--- src/rtl/pte_ad_pkg.sv ---
package pte_ad_pkg;

  localparam int BIT_V = 0;
  localparam int BIT_R = 1;
  localparam int BIT_W = 2;
  localparam int BIT_X = 3;
  localparam int BIT_A = 6;
  localparam int BIT_D = 7;
  localparam int FLAG_W = 8;

  typedef enum logic [1:0] {
    KIND_LOAD  = 2'd0,
    KIND_STORE = 2'd1,
    KIND_FETCH = 2'd2
  } accKind_e;

  typedef enum logic [2:0] {
    ST_IDLE,
    ST_WAIT_COMMIT,
    ST_LOCK_READ,
    ST_CHECK,
    ST_WRITE,
    ST_DONE,
    ST_FAULT
  } updState_e;

  typedef struct packed {
    logic latchReq;
    logic captureRead;
    logic commitWrite;
  } ctlStrobes_t;

  // Flags that the access needs and the entry lacks.
  function automatic logic [FLAG_W-1:0] missingFlags(input logic [FLAG_W-1:0] flags,
                                                     input accKind_e kind);
    logic [FLAG_W-1:0] m;
    m = '0;
    m[BIT_A] = ~flags[BIT_A];
    m[BIT_D] = (kind == KIND_STORE) && ~flags[BIT_D];
    return m;
  endfunction

  // Valid and the permission bit matching the access kind.
  function automatic logic grantsAccess(input logic [FLAG_W-1:0] flags,
                                        input accKind_e kind);
    logic permBit;
    case (kind)
      KIND_LOAD:  permBit = flags[BIT_R];
      KIND_STORE: permBit = flags[BIT_W];
      KIND_FETCH: permBit = flags[BIT_X];
      default:    permBit = 1'b0;
    endcase
    return flags[BIT_V] && permBit;
  endfunction

endpackage

--- src/rtl/pte_ad_datapath.sv ---
module pte_ad_datapath
  import pte_ad_pkg::*;
#(
  parameter int PTE_W   = 32,
  parameter int PADDR_W = 34
) (
  input  logic               clk,
  input  logic               rstN,
  input  logic [PTE_W-1:0]   reqPte,
  input  logic [PADDR_W-1:0] reqAddr,
  input  logic [1:0]         reqKind,
  input  logic               reqPermOk,
  input  logic [PTE_W-1:0]   memRdata,
  input  ctlStrobes_t        strb,
  output logic               reqEntryOk,
  output logic               reqNeedsUpdate,
  output logic               freshOk,
  output logic               freshNeedsUpdate,
  output logic [PADDR_W-1:0] memAddr,
  output logic [PTE_W-1:0]   memWdata,
  output logic [PTE_W-1:0]   finalPte,
  output logic [1:0]         faultKind
);

  localparam int HI_W = PTE_W - FLAG_W;

  logic [PTE_W-1:0]   pteQ;
  logic [PADDR_W-1:0] addrQ;
  accKind_e           kindQ;
  accKind_e           reqKindE;
  logic [FLAG_W-1:0]  needFresh;
  logic [PTE_W-1:0]   setMask;

  assign reqKindE = accKind_e'(reqKind);

  // Early decision on the entry handed over by the walk.
  assign reqEntryOk     = reqPermOk && reqPte[BIT_V];
  assign reqNeedsUpdate = |missingFlags(reqPte[FLAG_W-1:0], reqKindE);

  // Decision on the locked re-read.
  assign needFresh        = missingFlags(pteQ[FLAG_W-1:0], kindQ);
  assign freshOk          = grantsAccess(pteQ[FLAG_W-1:0], kindQ);
  assign freshNeedsUpdate = |needFresh;

  generate
    if (HI_W > 0) begin : g_wide
      assign setMask = {{HI_W{1'b0}}, needFresh};
    end else begin : g_narrow
      assign setMask = needFresh;
    end
  endgenerate

  assign memWdata  = pteQ | setMask;
  assign memAddr   = addrQ;
  assign finalPte  = pteQ;
  assign faultKind = kindQ;

  always_ff @(posedge clk or negedge rstN) begin
    if (!rstN) begin
      pteQ  <= '0;
      addrQ <= '0;
      kindQ <= KIND_LOAD;
    end else begin
      if (strb.latchReq) begin
        pteQ  <= reqPte;
        addrQ <= reqAddr;
        kindQ <= reqKindE;
      end else if (strb.captureRead) begin
        pteQ <= memRdata;
      end else if (strb.commitWrite) begin
        pteQ <= memWdata;
      end
    end
  end

  // a write-back only adds bits to the held entry
  p_write_only_adds_r8: assert property (@(posedge clk) disable iff (!rstN)
    strb.commitWrite |=> (($past(pteQ) & ~pteQ) == '0));

  // after a write-back the accessed flag is set
  p_write_sets_accessed_r1: assert property (@(posedge clk) disable iff (!rstN)
    strb.commitWrite |=> pteQ[BIT_A]);

  // a store write-back also leaves the dirty flag set
  p_store_sets_dirty_r2: assert property (@(posedge clk) disable iff (!rstN)
    (strb.commitWrite && kindQ == KIND_STORE) |=> pteQ[BIT_D]);

endmodule

--- src/rtl/pte_ad_ctrl.sv ---
module pte_ad_ctrl
  import pte_ad_pkg::*;
(
  input  logic        clk,
  input  logic        rstN,
  input  logic        reqValid,
  input  logic        reqCommit,
  input  logic        hwUpdate,
  input  logic        memAck,
  input  logic        reqEntryOk,
  input  logic        reqNeedsUpdate,
  input  logic        freshOk,
  input  logic        freshNeedsUpdate,
  output ctlStrobes_t strb,
  output logic        memReq,
  output logic        memWe,
  output logic        memLock,
  output logic        doneValid,
  output logic        faultValid
);

  updState_e stateQ, stateD;

  always_comb begin
    stateD = stateQ;
    strb   = '0;
    case (stateQ)
      ST_IDLE: begin
        if (reqValid) begin
          strb.latchReq = 1'b1;
          if (!reqEntryOk)          stateD = ST_FAULT;
          else if (!reqNeedsUpdate) stateD = ST_DONE;
          else if (!hwUpdate)       stateD = ST_FAULT;
          else                      stateD = ST_WAIT_COMMIT;
        end
      end
      ST_WAIT_COMMIT: begin
        if (reqCommit) stateD = ST_LOCK_READ;
      end
      ST_LOCK_READ: begin
        if (memAck) begin
          strb.captureRead = 1'b1;
          stateD = ST_CHECK;
        end
      end
      ST_CHECK: begin
        if (!freshOk)               stateD = ST_FAULT;
        else if (!freshNeedsUpdate) stateD = ST_DONE;
        else                        stateD = ST_WRITE;
      end
      ST_WRITE: begin
        if (memAck) begin
          strb.commitWrite = 1'b1;
          stateD = ST_DONE;
        end
      end
      ST_DONE:  stateD = ST_IDLE;
      ST_FAULT: stateD = ST_IDLE;
      default:  stateD = ST_IDLE;
    endcase
  end

  always_ff @(posedge clk or negedge rstN) begin
    if (!rstN) stateQ <= ST_IDLE;
    else       stateQ <= stateD;
  end

  assign memReq     = (stateQ == ST_LOCK_READ) || (stateQ == ST_WRITE);
  assign memWe      = (stateQ == ST_WRITE);
  assign memLock    = (stateQ == ST_LOCK_READ) || (stateQ == ST_CHECK) || (stateQ == ST_WRITE);
  assign doneValid  = (stateQ == ST_DONE);
  assign faultValid = (stateQ == ST_FAULT);

  // never both outcomes together, each a single-cycle pulse
  p_one_outcome_r9: assert property (@(posedge clk) disable iff (!rstN)
    !(doneValid && faultValid));
  p_done_pulse_r9: assert property (@(posedge clk) disable iff (!rstN)
    doneValid |=> !doneValid);
  p_fault_pulse_r9: assert property (@(posedge clk) disable iff (!rstN)
    faultValid |=> !faultValid);

  // the locked read starts only after a committed cycle
  p_commit_before_read_r5: assert property (@(posedge clk) disable iff (!rstN)
    ($rose(memReq) && !memWe) |-> $past(reqCommit));

  // every request is under lock, and the lock is dropped only on an outcome
  p_req_under_lock_r6: assert property (@(posedge clk) disable iff (!rstN)
    memReq |-> memLock);
  p_lock_release_r6: assert property (@(posedge clk) disable iff (!rstN)
    $fell(memLock) |-> (doneValid || faultValid));

endmodule

--- src/rtl/pte_ad_updater.sv ---
module pte_ad_updater
  import pte_ad_pkg::*;
#(
  parameter int PTE_W   = 32,
  parameter int PADDR_W = 34
) (
  input  logic               clk,
  input  logic               rstN,
  input  logic               reqValid,
  input  logic [PTE_W-1:0]   reqPte,
  input  logic [PADDR_W-1:0] reqAddr,
  input  logic [1:0]         reqKind,
  input  logic               reqPermOk,
  input  logic               reqCommit,
  input  logic               hwUpdate,
  output logic               memReq,
  output logic               memWe,
  output logic               memLock,
  output logic [PADDR_W-1:0] memAddr,
  output logic [PTE_W-1:0]   memWdata,
  input  logic [PTE_W-1:0]   memRdata,
  input  logic               memAck,
  output logic               doneValid,
  output logic               faultValid,
  output logic [1:0]         faultKind,
  output logic [PTE_W-1:0]   finalPte
);

  ctlStrobes_t strb;
  logic        reqEntryOk;
  logic        reqNeedsUpdate;
  logic        freshOk;
  logic        freshNeedsUpdate;

  pte_ad_ctrl i_ctrl (
    .clk              (clk),
    .rstN             (rstN),
    .reqValid         (reqValid),
    .reqCommit        (reqCommit),
    .hwUpdate         (hwUpdate),
    .memAck           (memAck),
    .reqEntryOk       (reqEntryOk),
    .reqNeedsUpdate   (reqNeedsUpdate),
    .freshOk          (freshOk),
    .freshNeedsUpdate (freshNeedsUpdate),
    .strb             (strb),
    .memReq           (memReq),
    .memWe            (memWe),
    .memLock          (memLock),
    .doneValid        (doneValid),
    .faultValid       (faultValid)
  );

  pte_ad_datapath #(
    .PTE_W   (PTE_W),
    .PADDR_W (PADDR_W)
  ) i_datapath (
    .clk              (clk),
    .rstN             (rstN),
    .reqPte           (reqPte),
    .reqAddr          (reqAddr),
    .reqKind          (reqKind),
    .reqPermOk        (reqPermOk),
    .memRdata         (memRdata),
    .strb             (strb),
    .reqEntryOk       (reqEntryOk),
    .reqNeedsUpdate   (reqNeedsUpdate),
    .freshOk          (freshOk),
    .freshNeedsUpdate (freshNeedsUpdate),
    .memAddr          (memAddr),
    .memWdata         (memWdata),
    .finalPte         (finalPte),
    .faultKind        (faultKind)
  );

endmodule

--- config.mk ---
export PLATFORM = sky130hd
export DESIGN_NAME = pte_ad_updater
export DESIGN_NICKNAME = d
export VERILOG_FILES = /design/src/rtl/pte_ad_pkg.sv /design/src/rtl/pte_ad_datapath.sv /design/src/rtl/pte_ad_ctrl.sv /design/src/rtl/pte_ad_updater.sv
export SDC_FILE = /design/constraint.sdc
export NUM_CORES = 1
export LEC_CHECK = 0
export BUFFER_PORTS_ARGS = -buffer_cell sky130_fd_sc_hd__buf_4
export CAP_MARGIN = 40
export CORE_MARGIN = 5
export CORE_UTILIZATION = 30
export DETAILED_ROUTE_END_ITERATION = 10
export PLACE_DENSITY_LB_ADDON = 0.08
export RECOVER_POWER = 25
export SETUP_SLACK_MARGIN = 0.15
export SLEW_MARGIN = 20
export SYNTH_ARGS = -nofsm -noshare
export SYNTH_HDL_FRONTEND = slang
export SYNTH_SLANG_ARGS = --single-unit
--- constraint.sdc ---
create_clock -name clk -period 1.7 [get_ports clk]
set_input_delay 0.085 -clock clk [delete_from_list [all_inputs] [get_ports clk]]
set_output_delay 0.085 -clock clk [all_outputs]
set_load 0.03 [all_outputs]
# Word-level counts from Yosys, hierarchy flattened
# Index checks and enable logic that the tools add are counted.
dict set report classes {
  eq_ne 13
  muxes 19
  bitwise_logic 5
  n_reduce_logical 13
}
# operator n
set ops {}
lappend ops {{32-bit 2-to-1 mux} 3}
lappend ops {{32-bit by 8-bit bitwise OR with 32-bit output} 1}
lappend ops {{3-bit 2-to-1 mux} 8}
lappend ops {{3-bit case mux with 5 select lines} 1}
lappend ops {{3-bit equality test (second input constant)} 3}
lappend ops {{3-bit by 2-bit equality test with 1-bit output (second input constant)} 2}
lappend ops {{1-bit 2-to-1 mux} 6}
lappend ops {{2-bit != test (second input constant)} 3}
lappend ops {{2-bit by 1-bit equality test with 1-bit output (second input constant)} 2}
lappend ops {{1-bit logical AND} 4}
lappend ops {{1-bit inverter} 4}
lappend ops {{4-bit AND reduction} 1}
lappend ops {{2-bit OR reduction} 2}
lappend ops {{3-bit by 1-bit equality test with 1-bit output (second input constant)} 1}
lappend ops {{3-bit zero test} 1}
lappend ops {{1-bit logical OR} 3}
lappend ops {{1-bit case mux with 3 select lines} 1}
lappend ops {{3-bit nonzero test} 1}
lappend ops {{2-bit equality test (second input constant)} 1}
lappend ops {{2-bit zero test} 1}
lappend ops {{2-bit by 1-bit != test with 1-bit output (second input constant)} 1}
dict set report totals {
  reg_bits 71
  in_bits 107
  output_inout_bits 105
  wordCells 54
}

# Longest topological paths before layout
# Gate-level depths: netlist of run 1.
dict set report depth {
  word_depth 7
  ltp_mapped 6
  ltp_nobuf 4
}

# Modules after synthesis
# From an unflattened synthesis of run 1, not the netlist that was laid out.
dict set report hier_totals {
  cells_unflattened 301
  hier_area_um2 3429.5
}
# mod instances cells_each area_each_um2 seq_area_each_um2
set modules_own_cells {}
lappend modules_own_cells {pte_ad_datapath 1 263 3124.2 1701.6}
lappend modules_own_cells {pte_ad_ctrl 1 38 305.3 75.1}

# Worst setup path after synthesis of run 1
# OpenSTA, ideal clock, no wires.
dict set report synth_path {
  kind {register to register}
  startpoint {reg i_ctrl.stateQ[1]}
  endpoint {reg i_datapath.kindQ[0] (netlist: i_datapath.faultKind[0])}
  setup_time_ns 0.128
  arrival_time_ns 1.513
  required_time_ns 1.572
  path_slack_ns 0.059
  path_stages_with_launch 5
  n_path_buf 2
  synth_period_minus_slack_ns 1.641
  path_cell_list {dfrtp_1 buf_4 nor4_4 buf_2 mux2_1}
}
dict set report synth_between {
  elab_chain_len 2
}
# element line
set synth_rtl {}
lappend synth_rtl {{start, declared} pte_ad_ctrl.sv:22} ;# updState_e stateQ, stateD;
lappend synth_rtl {{start signal, assigned} pte_ad_ctrl.sv:65} ;# else stateQ <= stateD;
lappend synth_rtl {{3-bit zero test} pte_ad_ctrl.sv:27} ;# case (stateQ)
lappend synth_rtl {{1-bit 2-to-1 mux} pte_ad_ctrl.sv:27}
lappend synth_rtl {{end signal, assigned} pte_ad_datapath.sv:67} ;# kindQ <= reqKindE;
lappend synth_rtl {{end, declared} pte_ad_datapath.sv:29} ;# accKind_e kindQ;
# Every way passes these cells.
# A chain may end at the register's enable or synchronous reset.

# Final worst setup path of run 1
dict set report layout_path {
  startpoint {reg i_ctrl.stateQ[2]}
  endpoint {reg i_datapath.addrQ[8] (netlist: i_datapath.memAddr[8])}
}
dict set report layout_between {
  elab_chain_len 2
}
# element line
set layout_rtl {}
lappend layout_rtl {{3-bit zero test} pte_ad_ctrl.sv:27}
lappend layout_rtl {{1-bit 2-to-1 mux} pte_ad_ctrl.sv:27}
lappend layout_rtl {{end signal, assigned} pte_ad_datapath.sv:66} ;# addrQ <= reqAddr;
lappend layout_rtl {{end, declared} pte_ad_datapath.sv:28} ;# logic [PADDR_W-1:0] addrQ;
# Every way passes these cells.

==> results of run 1 <==
==> per-layer routing <==
metal / up-vias / share of wire
li1: 1567 / -
met5: - / 0
met2: 127 / 0.50
met3: 15 / 0.086
met4: 0 / 0.017
met1: 1538 / 0.40
==> path summary, 6_finish.rpt <==
path                                             start                      end
worst max-delay path                  i_ctrl.stateQ[2]    i_datapath.memAddr[8]
worst min-delay path                         reqPte[7]   i_datapath.finalPte[7]
worst max register to register        i_ctrl.stateQ[2]    i_datapath.memAddr[8]
worst min register to register  i_datapath.memAddr[31]   i_datapath.memAddr[31]
max in group asynchronous                         rstN  i_datapath.finalPte[21]
min in group asynchronous                         rstN   i_datapath.finalPte[9]
==> registers in the layout, indices dropped and copies added, names as in the netlist <==
name and flops:
i_datapath.finalPte 32, i_datapath.faultKind 2, i_ctrl.stateQ 3, i_datapath.memAddr 34
==> cells in the final DEF (no fill, tap or decap), types with 7 or more instances in the layout <==
cell type	synthesis	final
sky130_fd_sc_hd__buf_4	35	213
sky130_fd_sc_hd__dlygate4sd3_1	0	67
sky130_fd_sc_hd__mux2_2	30	7
sky130_fd_sc_hd__clkbuf_16	0	16
sky130_fd_sc_hd__buf_6	0	7
sky130_fd_sc_hd__o21ai_0	30	13
sky130_fd_sc_hd__o21ai_1	1	15
sky130_fd_sc_hd__mux2i_1	31	31
sky130_fd_sc_hd__nand2_1	34	29
sky130_fd_sc_hd__dfrtp_1	71	67
sky130_fd_sc_hd__a21oi_1	8	8
sky130_fd_sc_hd__mux2_4	0	25
==> final cells by class <==
type / count / share of cell area
clock buffers: 9 / 0.0347
multi-input cells: 180 / 0.226
well taps: 143 / 0.0275
clock inverters: 7 / 0.00770
repair buffers: 311 / 0.429
inverters: 2 / 0.00116
flip-flops and latches: 71 / 0.274
==> per-stage QoR <==
stage	setup WS, ns	power (mW)	area [um2]	utilization
CTS	0.128	12.2	6050	0.534
finish	0.110	13.0	6500	0.574
floorplan	0.137	7.80	3430	-
detailed placement	0.0468	10.2	5020	0.444
global placement	0.0807	10.1	5020	0.444
global route	0.0500	13.8	6500	0.574
==> report_power, final <==
group          switching [mW]  internal [mW]  leakage [nW]
combinational            4.39           3.65          2.06
sequential              0.668           2.56         0.850
clock                   0.757          0.986         0.127
total                    5.81           7.20          3.04
==> cells by family (layout without fill, tap and decap cells) <==
group,count (synthesis),count (layout),synth area share
other,1,1,0.00110
buffers and inverters,51,329,0.0958
AND/OR/NAND/NOR,62,62,0.0932
flip-flops,71,71,0.519
AO/OA/AOI/OAI,49,49,0.0793
XOR/XNOR,1,1,0.00256
multiplexers,67,67,0.209
==> worst reg2reg max path, delay by kind of cell (launching register included) <==
family,cells,cell delay (ns)
flip-flops,1,0.47
AND/OR/NAND/NOR,1,0.34
buffers and inverters,2,0.37
multiplexers,1,0.30
==> timing repair <==
action,4_1_cts,5_1_grt
cloned,2,11
gates resized for setup,6,74
hold endpoints to repair,104,0
pin swaps,2,5
buffers inserted,4,4
hold buffers,67,0
setup endpoints to repair,66,73
==> results.md, run 1 <==
- The floorplan has 39 rows.
- By instance count, the leading cell after synthesis is sky130_fd_sc_hd__dfrtp_1.
- The final weighted congestion in routability-driven placement is ~0.78.
- The global-route track usage on met2 is 0.269.
- The arrival time of the worst setup path is 1.80 ns.
- The number of cells on the worst reg-to-reg path is 4.
- The tightest slew margin relative to the limit is 0.265.
- For this block, the via count after detailed routing is 3247.
- During placement, the flow inserted port buffers numbering 210.
- The leakage power is around 3.0 nW.
- The worst hold path was traced through 3 stages.
- The number of fillers in the final layout is just under 1000.
- The CTS tree is done.
- The root buffer cell is sky130_fd_sc_hd__clkbuf_16.
- For met1 alone, demand over resource in global routing was 0.190.
- The multi-input combinational cells in the finished layout cover a total of 0.00147 mm2.
- The fraction of the yosys area taken by sequential cells is 0.519.
- The maximum clock rate is ~0.63 GHz.
- The register bit count reported by yosys is 71.
- The part of the cycle the worst path needs is 0.936.
- The worst hold slack is -0.000867 ns.
- The final-report max-slew violation count was 0.
- The number of CTS-inserted buffers is 9.
- The H-tree generated during clock tree synthesis spans 3 levels.
- The checks that failed: hold timing.
- The detailed-router iteration count before antenna repair is 4.
- The wire length of the first global-routing pass is roughly 17000 um.
- The detailed placement HPWL is 7580 um.
- The summed instance area of the synthesized netlist is between 0.003 and 0.004 mm2.
- Once detail routing completed, the nets flagged for antenna violations numbered 0.
- The number of hold violations in the final report is 1.
- For the worst setup path, the data required time is 1.91 ns.
- The tool flagged a number of max-cap violations equal to 0.
- The count of mapped cells out of synthesis is between 300 and 400.
- Setup violations remaining at the end of the flow were counted as 0.
- The mean post-synth cell area is between 10 and 15 um2.
- For this design, the sink count on the clock tree is 71.
- In the final routed layout, each cell accounts on average for 16.4 um.
- The area growth from synthesis to layout is 89.8%.
- The full die area is approximately 0.014 mm2.
- The startpoint type of the worst setup path is a flop.
- In this run, synthesis inferred 0 flip-flops with an integrated enable.
- Sorting the synthesized cells by how often they occur yields sky130_fd_sc_hd__dfrtp_1, sky130_fd_sc_hd__buf_4, sky130_fd_sc_hd__nand2_1.
- The via count of the first global-routing pass is between 3000 and 4000.
- The standard cell core area is 0.0113 mm2.
- The worst min-delay path class is in2reg.
- Of all cell types, the one taking the most synthesized area is sky130_fd_sc_hd__dfrtp_1.
- The overall die width is ~120 um.
- In this run the most used layer during global routing was met2.
- The count of distinct cell types in the synthesized netlist is 38.
- The worst clock skew is around 0.0053 ns.
- Dividing total power by cell area gives a power density of 2000 mW/mm2.
- Including well taps, the total number of placed cells is between 600 and 700.
- The post-CTS clock slew at the launch and capture registers of the worst setup and hold paths is around 0.06 ns.
- In the routed layout, each cell is associated on average with a via count of about 4.5.
- For this run, global-route usage on met3 was measured as 0.0488.
- The number of antenna violations at the first check in global routing came to 0.
- At the end of the flow, the number of nets in the layout was 682.
- Walking the worst path, the cells encountered are nor4_4, buf_6, clkbuf_16, mux2_4.
- The run finished, with violations left.
- The fraction of registers with async set/reset is 1.00.
- In this run the vertical extent of the chip is roughly 120 um.
- The all-layer global routing usage is 0.158.
- The clock reaches the later pin of the worst-skew pair after between 0.3 and 0.4 ns.
- IR analysis of the VDD net gives a maximum drop of ~1100 uV.
- The setup TNS after final layout is 0 ns.
- Subtracting the final worst setup slack from the clock period gives between 1.5 and 2 ns.
- The initial DRC count is 100.
- The maximum number of pins on one net before global-route repair is between 40 and 50.
- The register-to-register setup slack is between 0.1 and 0.15 ns.
- On the critical path, the stage with the largest delay is an instance of sky130_fd_sc_hd__dfrtp_2.
- The dominant register cell in the synthesized netlist is sky130_fd_sc_hd__dfrtp_1.
- The kind of cell with the highest combined delay along the critical path is flip-flops.
- The number of gates on the worst path with buffers counted is 4.
- The maximum count of clock buffers along a single path is 2.
- The element type at the critical path end is a flop.
- When the netlist entered floorplanning its net count stood at 409.
- The top fanout value on the critical path is 6.
- For the pin with the worst max-slew slack, the measured transition is 1.10 ns.
- The effective utilization at floorplan is 0.302.
- Yosys attributes the largest share of cell area to sky130_fd_sc_hd__dfrtp_1, sky130_fd_sc_hd__mux2_2, sky130_fd_sc_hd__mux2i_1, sky130_fd_sc_hd__buf_4, sky130_fd_sc_hd__o21ai_0.
- Setup repair after global routing could not meet its margin everywhere.
- The count of buffering cells on the critical path with inverters included is 2.
- The post-route non-filler standard cell count is 723.
- In the final layout, the share of cells above drive strength 1 is 0.531.
- In the final layout, flip-flops and latches occupy 0.00178 mm2.
- The critical path is of the reg2reg type.
- In the routed design, unresolved DRC markers number 0.
- The diode insertion count for antenna repair is 0.
- Pin placement for this block handled approximately 210 I/O pins.
- Summed over all layers, the routed wires come to between 10000 and 15000 um.
- The Yosys step of the flow raised 0 warnings.
- The portion of synthesized cell area occupied by the leading cell type is 0.519.
- In this design, the stage delay of the slowest critical-path cell is between 0.4 and 0.5 ns.
- The overflow left after global routing is 0.
Power figures use the tool's default switching activity.
==> inputs of run 2 (changes only) <==
BUFFER_PORTS_ARGS = -buffer_cell sky130_fd_sc_hd__buf_2   (was -buffer_cell sky130_fd_sc_hd__buf_4)
SLEW_MARGIN = 30   (was 20)
TNS_END_PERCENT = 10   (was unset)
==> run 2 against run 1 <==
  * The flow now finishes without violations
  * Critical path type unchanged
  * Highest routed layer unchanged
  * Critical path depth is 2 higher
  * Utilization decreased by 7.0 points
  * Combinational power is 15% lower
  * Clock-buffer cell count unchanged
  * Final cell count is 1.5% lower
==> results.md, run 2 (synthesized netlist as in run 1, its figures left out) <==
- The setup slack of the critical path after layout came to 0.0577 ns (was 0.110 ns).
- The maximum number of pins on one net before global-route repair is 32 (was 41).
- The worst min-delay path class was in2reg (unchanged).
- The full die area is 0.0136 mm2 (unchanged).
- The standard cell core area is 0.0113 mm2 (unchanged).
- The power density over the cells is 2050 mW/mm2 (was 2000 mW/mm2).
- The via count of the first global-routing pass was 3230 (was 3351).
- The startpoint type of the worst setup path is a flop (unchanged).
- The number of nets with antenna violations after routing is 0 (unchanged).
- The critical path start-end classification is reg2reg (unchanged).
- The count of buffers inserted at the top-level ports is 210 (unchanged).
- The die outline height is 117 um (unchanged).
- The cell row count was 39 (unchanged).
- The internal power contribution is 6.12 mW (was 7.20 mW).
- The top fanout value on the critical path is 6 (unchanged).
- The worst clock skew came to 0.00302 ns (was 0.00530 ns).
- The average wire per cell in the routed design is 15.5 um (was 16.4 um).
- The fraction of layout instances using a drive strength above 1 is 0.515 (was 0.531).
- The critical register-to-register path endpoint is i_datapath.finalPte[12] (was i_datapath.memAddr[8]).
- The number of clock sinks is 71 (unchanged).
- The fraction of power spent switching nets is 0.475 (was 0.447).
- The leading cell type in the layout, fill and taps excluded is sky130_fd_sc_hd__buf_2 (was sky130_fd_sc_hd__buf_4).
- The depth of the worst hold-timing path is 3 (unchanged).
- The overall die width is 117 um (unchanged).
- The total vias in the final route is 3155 (was 3247).
- The setup TNS after final layout was 0 ns (unchanged).
- The worst endpoint required time is 1.91 ns (about the same).
- The number of CTS-inserted buffers is 9 (unchanged).
- The detailed-route DRC error count is 0 (unchanged).
- The minimum clock period after layout is 1.64 ns (was 1.59 ns).
- The clock latency of the later-clocked register in the worst-skew pair came to 0.33 ns (about the same).
- The all-layer global routing usage is 0.154 (was 0.158).
- The relative area change from synthesis to final layout is 66.7% (was 89.8%).
- The worst hold slack was 0.0116 ns (was -0.000867 ns).
- The element type at the critical path end was a flop (unchanged).
- The root buffer cell is sky130_fd_sc_hd__clkbuf_16 (unchanged).
- The total instance count after detailed placement was 618 (was 619).
- The length in cells of the worst reg-to-reg path is 6 (was 4).
- The detailed-router iteration count before antenna repair came to 4 (unchanged).
- The largest vdd supply drop is 1090 uV (was 1050 uV).
- The initial DRC count is 78 (was 100).
- The final-stage net count is 672 (was 682).
- The effective utilization at floorplan is 0.302 (unchanged).
- The top-level port count is 212 (unchanged).
- The power dissipated by switching net loads is 5.55 mW (was 5.81 mW).
- The CTS tree is done (unchanged).
- The combinational power share is 0.586 (was 0.618).
- The number of fillers in the final layout came to 1051 (was 974).
- The final-report max-slew violation count is 0 (unchanged).
- Status: finished, final reports clean (was complete, but fails checks).
- The clock power share is 0.145 (was 0.134).
- The number of hold violations in the final report is 0 (was 1).
- The leakage power is 2.73 nW (was 3.04 nW).
- The worst slack after detailed placement is 0.0675 ns (was 0.0468 ns).
- The number of levels in the clock H-tree was 3 (unchanged).
- The setup violation total in the final timing report is 0 (unchanged).
- The post-route non-filler standard cell count is 712 (was 723).
- The part of the cycle the worst path needs is 0.966 (was 0.936).
- The relative contribution of sequential cells to total power is 0.269 (was 0.248).
- The overflow left after global routing is 0 (unchanged).
- The share of the core filled with cells in the final layout is 0.504 (was 0.574).
- The wire length reported by the detailed router came to 11100 um (was 11800 um).
- Setup repair after global routing missed its margin: true (unchanged).
- The detailed placement HPWL is 7310 um (was 7580 um).
- The diode insertion count for antenna repair is 0 (unchanged).
- The arrival time of the worst setup path is 1.85 ns (was 1.80 ns).
- The tightest slew margin relative to the limit is 0.401 (was 0.265).
- The number of flip-flops under the largest register name is 34 (unchanged).
- The startpoint of the worst register-to-register path is i_ctrl.stateQ[2] (unchanged).
- Commonest non-fill, non-tap cells in the layout: sky130_fd_sc_hd__buf_2, sky130_fd_sc_hd__dfrtp_1, sky130_fd_sc_hd__dlygate4sd3_1 (was sky130_fd_sc_hd__buf_4, sky130_fd_sc_hd__dlygate4sd3_1, sky130_fd_sc_hd__dfrtp_1).
- The post-CTS clock slew at the launch and capture registers of the worst setup and hold paths is 0.06 ns (about the same).
- The detailed-route vias per instance is 4.43 (was 4.49).
- The worst-margin pin slew is 0.899 ns (was 1.10 ns).
- The maximum clock rate is 0.609 GHz (was 0.629 GHz).
- The final weighted congestion in routability-driven placement is 0.789 (was 0.777).
- The reported max-cap violation count is 0 (unchanged).
- The hold path startpoint was reqPte[6] (was reqPte[7]).
- The maximum count of clock buffers along a single path is 2 (unchanged).
- The wire length of the first global-routing pass is 16100 um (was 16800 um).
- The number of antenna violations at the first check in global routing is 0 (unchanged).
- The register-to-register setup slack came to 0.06 ns (was 0.11 ns).
- The end of the worst hold path is i_datapath.finalPte[6] (was i_datapath.finalPte[7]).
run 2: cell count changes in the layout (fill, tap and decap cells not counted), sizes merged:
cell,previous run,this run
buf,233,231
dlygate4sd3,67,65
clkinvlp,3,2
clkbuf,20,14
run 2: repair_timing:
action                                  4_1_cts  5_1_grt
endpoints found under the setup margin       66       74
hold endpoints to repair                     93        0
cloned                                        3        4
buffers inserted                              6        1
gates resized for setup                       8       35
pin swaps                                     1        1
hold buffers                                 65        0
run 2: worst max-delay path, cell delays in order (launching register included):
cell and delay [ns]:
sky130_fd_sc_hd__dfrtp_2 0.45, sky130_fd_sc_hd__buf_12 0.14, sky130_fd_sc_hd__nor4bb_4 0.26, sky130_fd_sc_hd__buf_6 0.20, sky130_fd_sc_hd__clkbuf_16 0.17, sky130_fd_sc_hd__mux2i_2 0.22
sky130_fd_sc_hd__o21ai_1 0.09
run 2: how the worst max path moves through the flow:
stage | cells past startpoint | slack, ns | to | from
final | 6 | 0.06 | i_datapath.finalPte[12] | i_ctrl.stateQ[2]
after CTS | 5 | 0.07 | i_datapath.memAddr[9] | i_ctrl.stateQ[2]
after global routing | 6 | -0.001 | i_datapath.finalPte[12] | i_ctrl.stateQ[2]
after floorplan | 4 | 0.14 | i_datapath.faultKind[1] | i_ctrl.stateQ[1]
after detailed placement | 4 | 0.07 | i_datapath.finalPte[26] | i_ctrl.stateQ[0]
after global placement | 4 | 0.09 | i_datapath.finalPte[30] | i_ctrl.stateQ[0]
run 2: routing by layer:
layer	vias to the layer above	global-route usage	wire length, um
met1	1487	0.191	4410
met4	0	0.0474	158
li1	1539	-	-
met2	117	0.251	5420
met3	12	0.0586	1070
met5	-	0	0
run 2: cell type report:
class	instances	area, um2	area share
repair buffers	301	2100	0.368
clock inverters	6	38.8	0.00680
clock buffers	9	225	0.0395
flip-flops and latches	71	1780	0.312
well taps	143	179	0.0314
multi-input cells	180	1380	0.241
inverters	2	7.51	0.00132
run 2: stage by stage:
| step | total power [mW] | area (um2) |
|---|---|---|
| floorplan | 7.80 | 3430 |
| global placement | 9.27 | 4490 |
| finish | 11.7 | 5710 |
| detailed placement | 9.32 | 4490 |
| global route | 12.5 | 5710 |
| CTS | 11.5 | 5560 |
run 2: power by group through the flow:
stage | Sequential [mW] | Clock [mW] | Combinational, mW
finish | 3.14 | 1.69 | 6.84
global route | 3.28 | 1.84 | 7.34
CTS | 3.15 | 1.75 | 6.58
detailed placement | 3.17 | 0 | 6.16
global placement | 3.13 | 0 | 6.14
floorplan | 4.71 | 0 | 3.09
==> inputs of run 3 (changes only) <==
CELL_PAD_IN_SITES_DETAIL_PLACEMENT = 0   (was unset)
CELL_PAD_IN_SITES_GLOBAL_PLACEMENT = 2   (was unset)
CORE_UTILIZATION = 22   (was 30)
==> run 3 against run 2 <==
  * Flip-flop and latch count stayed put
  * Highest routed layer unchanged
  * Via count grew 0.41%
  * Final cell count rose by 10%
  * Routed wire length rose by 7.3%
  * Combinational power fell by 3.4%
  * Critical path depth shrank 2
  * Setup slack better by 0.071 ns
  * Worst hold slack gained 0.0093 ns
==> results.md, run 3 (synthesized netlist as in run 1, its figures left out) <==
- Status: finished, final reports clean (unchanged).
- The detailed-route DRC error count is 0 (unchanged).
- The startpoint of the worst register-to-register path is i_ctrl.stateQ[0] (was i_ctrl.stateQ[2]).
- Cell chain of the critical path: nor4_4, buf_4, buf_16, mux2_1 (was buf_12, nor4bb_4, buf_6, clkbuf_16, mux2i_2, o21ai_1).
- The maximum number of pins on one net before global-route repair came to 42 (was 32).
- The number of antenna violations at the first check in global routing is 0 (unchanged).
- The hold path startpoint is memRdata[22] (was reqPte[6]).
- The fraction of layout instances using a drive strength above 1 is 0.491 (was 0.515).
- The maximum count of clock buffers along a single path is 2 (unchanged).
- The wire length of the first global-routing pass is 17900 um (was 16100 um).
- The reported max-cap violation count is 0 (unchanged).
- The number of CTS-inserted buffers came to 9 (unchanged).
- The category of cells accounting for the largest share of critical-path delay is flip-flops (was buffers and inverters).
- The source of the critical timing path is i_ctrl.stateQ[0] (was i_ctrl.stateQ[2]).
- The overflow left after global routing is 0 (unchanged).
- The leakage power is 2.67 nW (was 2.73 nW).
- The worst clock skew is 0.00605 ns (was 0.00302 ns).
- The leading cell type in the layout, fill and taps excluded is sky130_fd_sc_hd__buf_2 (unchanged).
- The total vias in the final route is 3168 (was 3155).
- The relative area change from synthesis to final layout is 67.7% (was 66.7%).
- The maximum clock rate came to 0.636 GHz (was 0.609 GHz).
- The cell row count is 45 (was 39).
- The setup TNS after final layout is 0 ns (unchanged).
- The post-CTS clock slew at the launch and capture registers of the worst setup and hold paths was 0.06 ns (about the same).
- The diode insertion count for antenna repair is 0 (unchanged).
- The minimum clock period after layout came to 1.57 ns (was 1.64 ns).
- The CTS tree is done (unchanged).
- The clock latency of the later-clocked register in the worst-skew pair was 0.34 ns (was 0.33 ns).
- The largest vdd supply drop was 894 uV (was 1090 uV).
- The largest incremental delay on the critical path is 0.46 ns (was 0.45 ns).
- The part of the cycle the worst path needs is 0.924 (was 0.966).
- The overall die width is 135 um (was 117 um).
- The all-layer global routing usage is 0.128 (was 0.154).
- The die outline height is 135 um (was 117 um).
- The root buffer cell was sky130_fd_sc_hd__clkbuf_16 (unchanged).
- The setup violation total in the final timing report was 0 (unchanged).
- The number of nets with antenna violations after routing came to 0 (unchanged).
- The count of buffering cells on the critical path with inverters included is 2 (was 3).
- The standard cell core area is 0.0153 mm2 (was 0.0113 mm2).
- The wire length reported by the detailed router is 11900 um (was 11100 um).
- The average wire per cell in the routed design is 15.2 um (was 15.5 um).
- The top fanout value on the critical path is 13 (was 6).
- The detailed placement HPWL is 8110 um (was 7310 um).
- The arrival time of the worst setup path was 1.79 ns (was 1.85 ns).
- The element type at the critical path end was a flop (unchanged).
- The number of flip-flops under the largest register name is 34 (unchanged).
- The effective utilization at floorplan is 0.224 (was 0.302).
- The power density over the cells is 2020 mW/mm2 (was 2050 mW/mm2).
- Setup repair after global routing missed its margin: true (unchanged).
- The startpoint type of the worst setup path is a flop (unchanged).
- The full die area is 0.0182 mm2 (was 0.0136 mm2).
- The number of hold violations in the final report was 0 (unchanged).
- The worst endpoint required time came to 1.92 ns (was 1.91 ns).
- The count of buffers inserted at the top-level ports is 210 (unchanged).
- The critical path start-end classification is reg2reg (unchanged).
- The worst-margin pin slew is 1.14 ns (was 0.899 ns).
- The tightest slew margin relative to the limit came to 0.242 (was 0.401).
- The number of clock sinks is 71 (unchanged).
- The worst slack after detailed placement is 0.0508 ns (was 0.0675 ns).
- The number of levels in the clock H-tree came to 3 (unchanged).
- The setup slack of the critical path after layout was 0.129 ns (was 0.0577 ns).
- The initial DRC count is 42 (was 78).
- The via count of the first global-routing pass is 3396 (was 3230).
- The final-stage net count is 674 (was 672).
- The detailed-route vias per instance is 4.05 (was 4.43).
- The final-report max-slew violation count is 0 (unchanged).
- The detailed-router iteration count before antenna repair is 4 (unchanged).
- The final weighted congestion in routability-driven placement is 0.705 (was 0.789).
- Commonest non-fill, non-tap cells in the layout: sky130_fd_sc_hd__buf_2, sky130_fd_sc_hd__dfrtp_1, sky130_fd_sc_hd__dlygate4sd3_1 (unchanged).
- The top-level port count is 212 (unchanged).
- The critical path's slowest cell is sky130_fd_sc_hd__dfrtp_2 (unchanged).
- The worst min-delay path class is in2reg (unchanged).
[run 3: final cells by class]
class / count / area (um2)
fill: 1568 / 9520
timing repair buffer: 303 / 2050
sequential: 71 / 1780
multi-input combinational: 180 / 1340
tap: 211 / 264
clock buffer: 11 / 253
clock inverter: 5 / 41.3
inverter: 2 / 7.51
[run 3: per-layer routing]
layer	GRT usage	vias to the layer above	wire, um
li1	-	1544	-
met5	0	-	0
met4	0.0322	0	102
met2	0.215	135	5720
met3	0.0544	6	1080
met1	0.152	1483	4960
[run 3: path summary, 6_finish.rpt]
path / cells after the start / to / slack [ns]
worst max-delay path: 4 / i_datapath.memAddr[29] / 0.13
worst min-delay path: 3 / i_datapath.finalPte[22] / 0.02
worst max register to register: 4 / i_datapath.memAddr[29] / 0.13
worst min register to register: 1 / i_datapath.memAddr[32] / 0.49
max in group asynchronous: 3 / i_datapath.finalPte[23] / 0.30
min in group asynchronous: 2 / i_datapath.finalPte[29] / 0.51
[run 3: per-stage QoR]
| step | hold slack [ns] | area, um2 | utilization | std cells | power, mW |
|---|---|---|---|---|---|
| floorplan | -0.211 | 3430 | - | 302 | 7.80 |
| global placement | 0.133 | 4560 | 0.299 | 685 | 9.35 |
| detailed placement | 0.138 | 4560 | 0.299 | 685 | 9.38 |
| CTS | 0.00635 | 5630 | 0.369 | 774 | 11.7 |
| global route | 0.0302 | 5740 | 0.376 | 783 | 12.4 |
| finish | 0.0209 | 5740 | 0.376 | 783 | 11.6 |
[run 3: worst min-delay path, delay by kind of cell]
family          cells  cell delay, ns
buf+inv             1            0.07
mux                 1            0.05
compound gates      1            0.10
[run 3: power breakdown]
group	total, mW	switching [mW]	internal (mW)	leakage (nW)
logic	6.61	4.23	2.38	1.69
clock network	1.86	0.782	1.08	0.138
registers	3.14	0.583	2.56	0.851
total	11.6	5.59	6.02	2.67
[run 3: what timing repair did]
| action | in CTS | in global routing |
|---|---|---|
| endpoints found under the setup margin | 58 | 73 |
| buffers inserted | 3 | 7 |
| gates resized for setup | 8 | 14 |
| endpoints found under the hold margin | 106 | 0 |
| pin swaps | 2 | 3 |
| hold buffers | 67 | 0 |
| gates cloned | 3 | 2 |
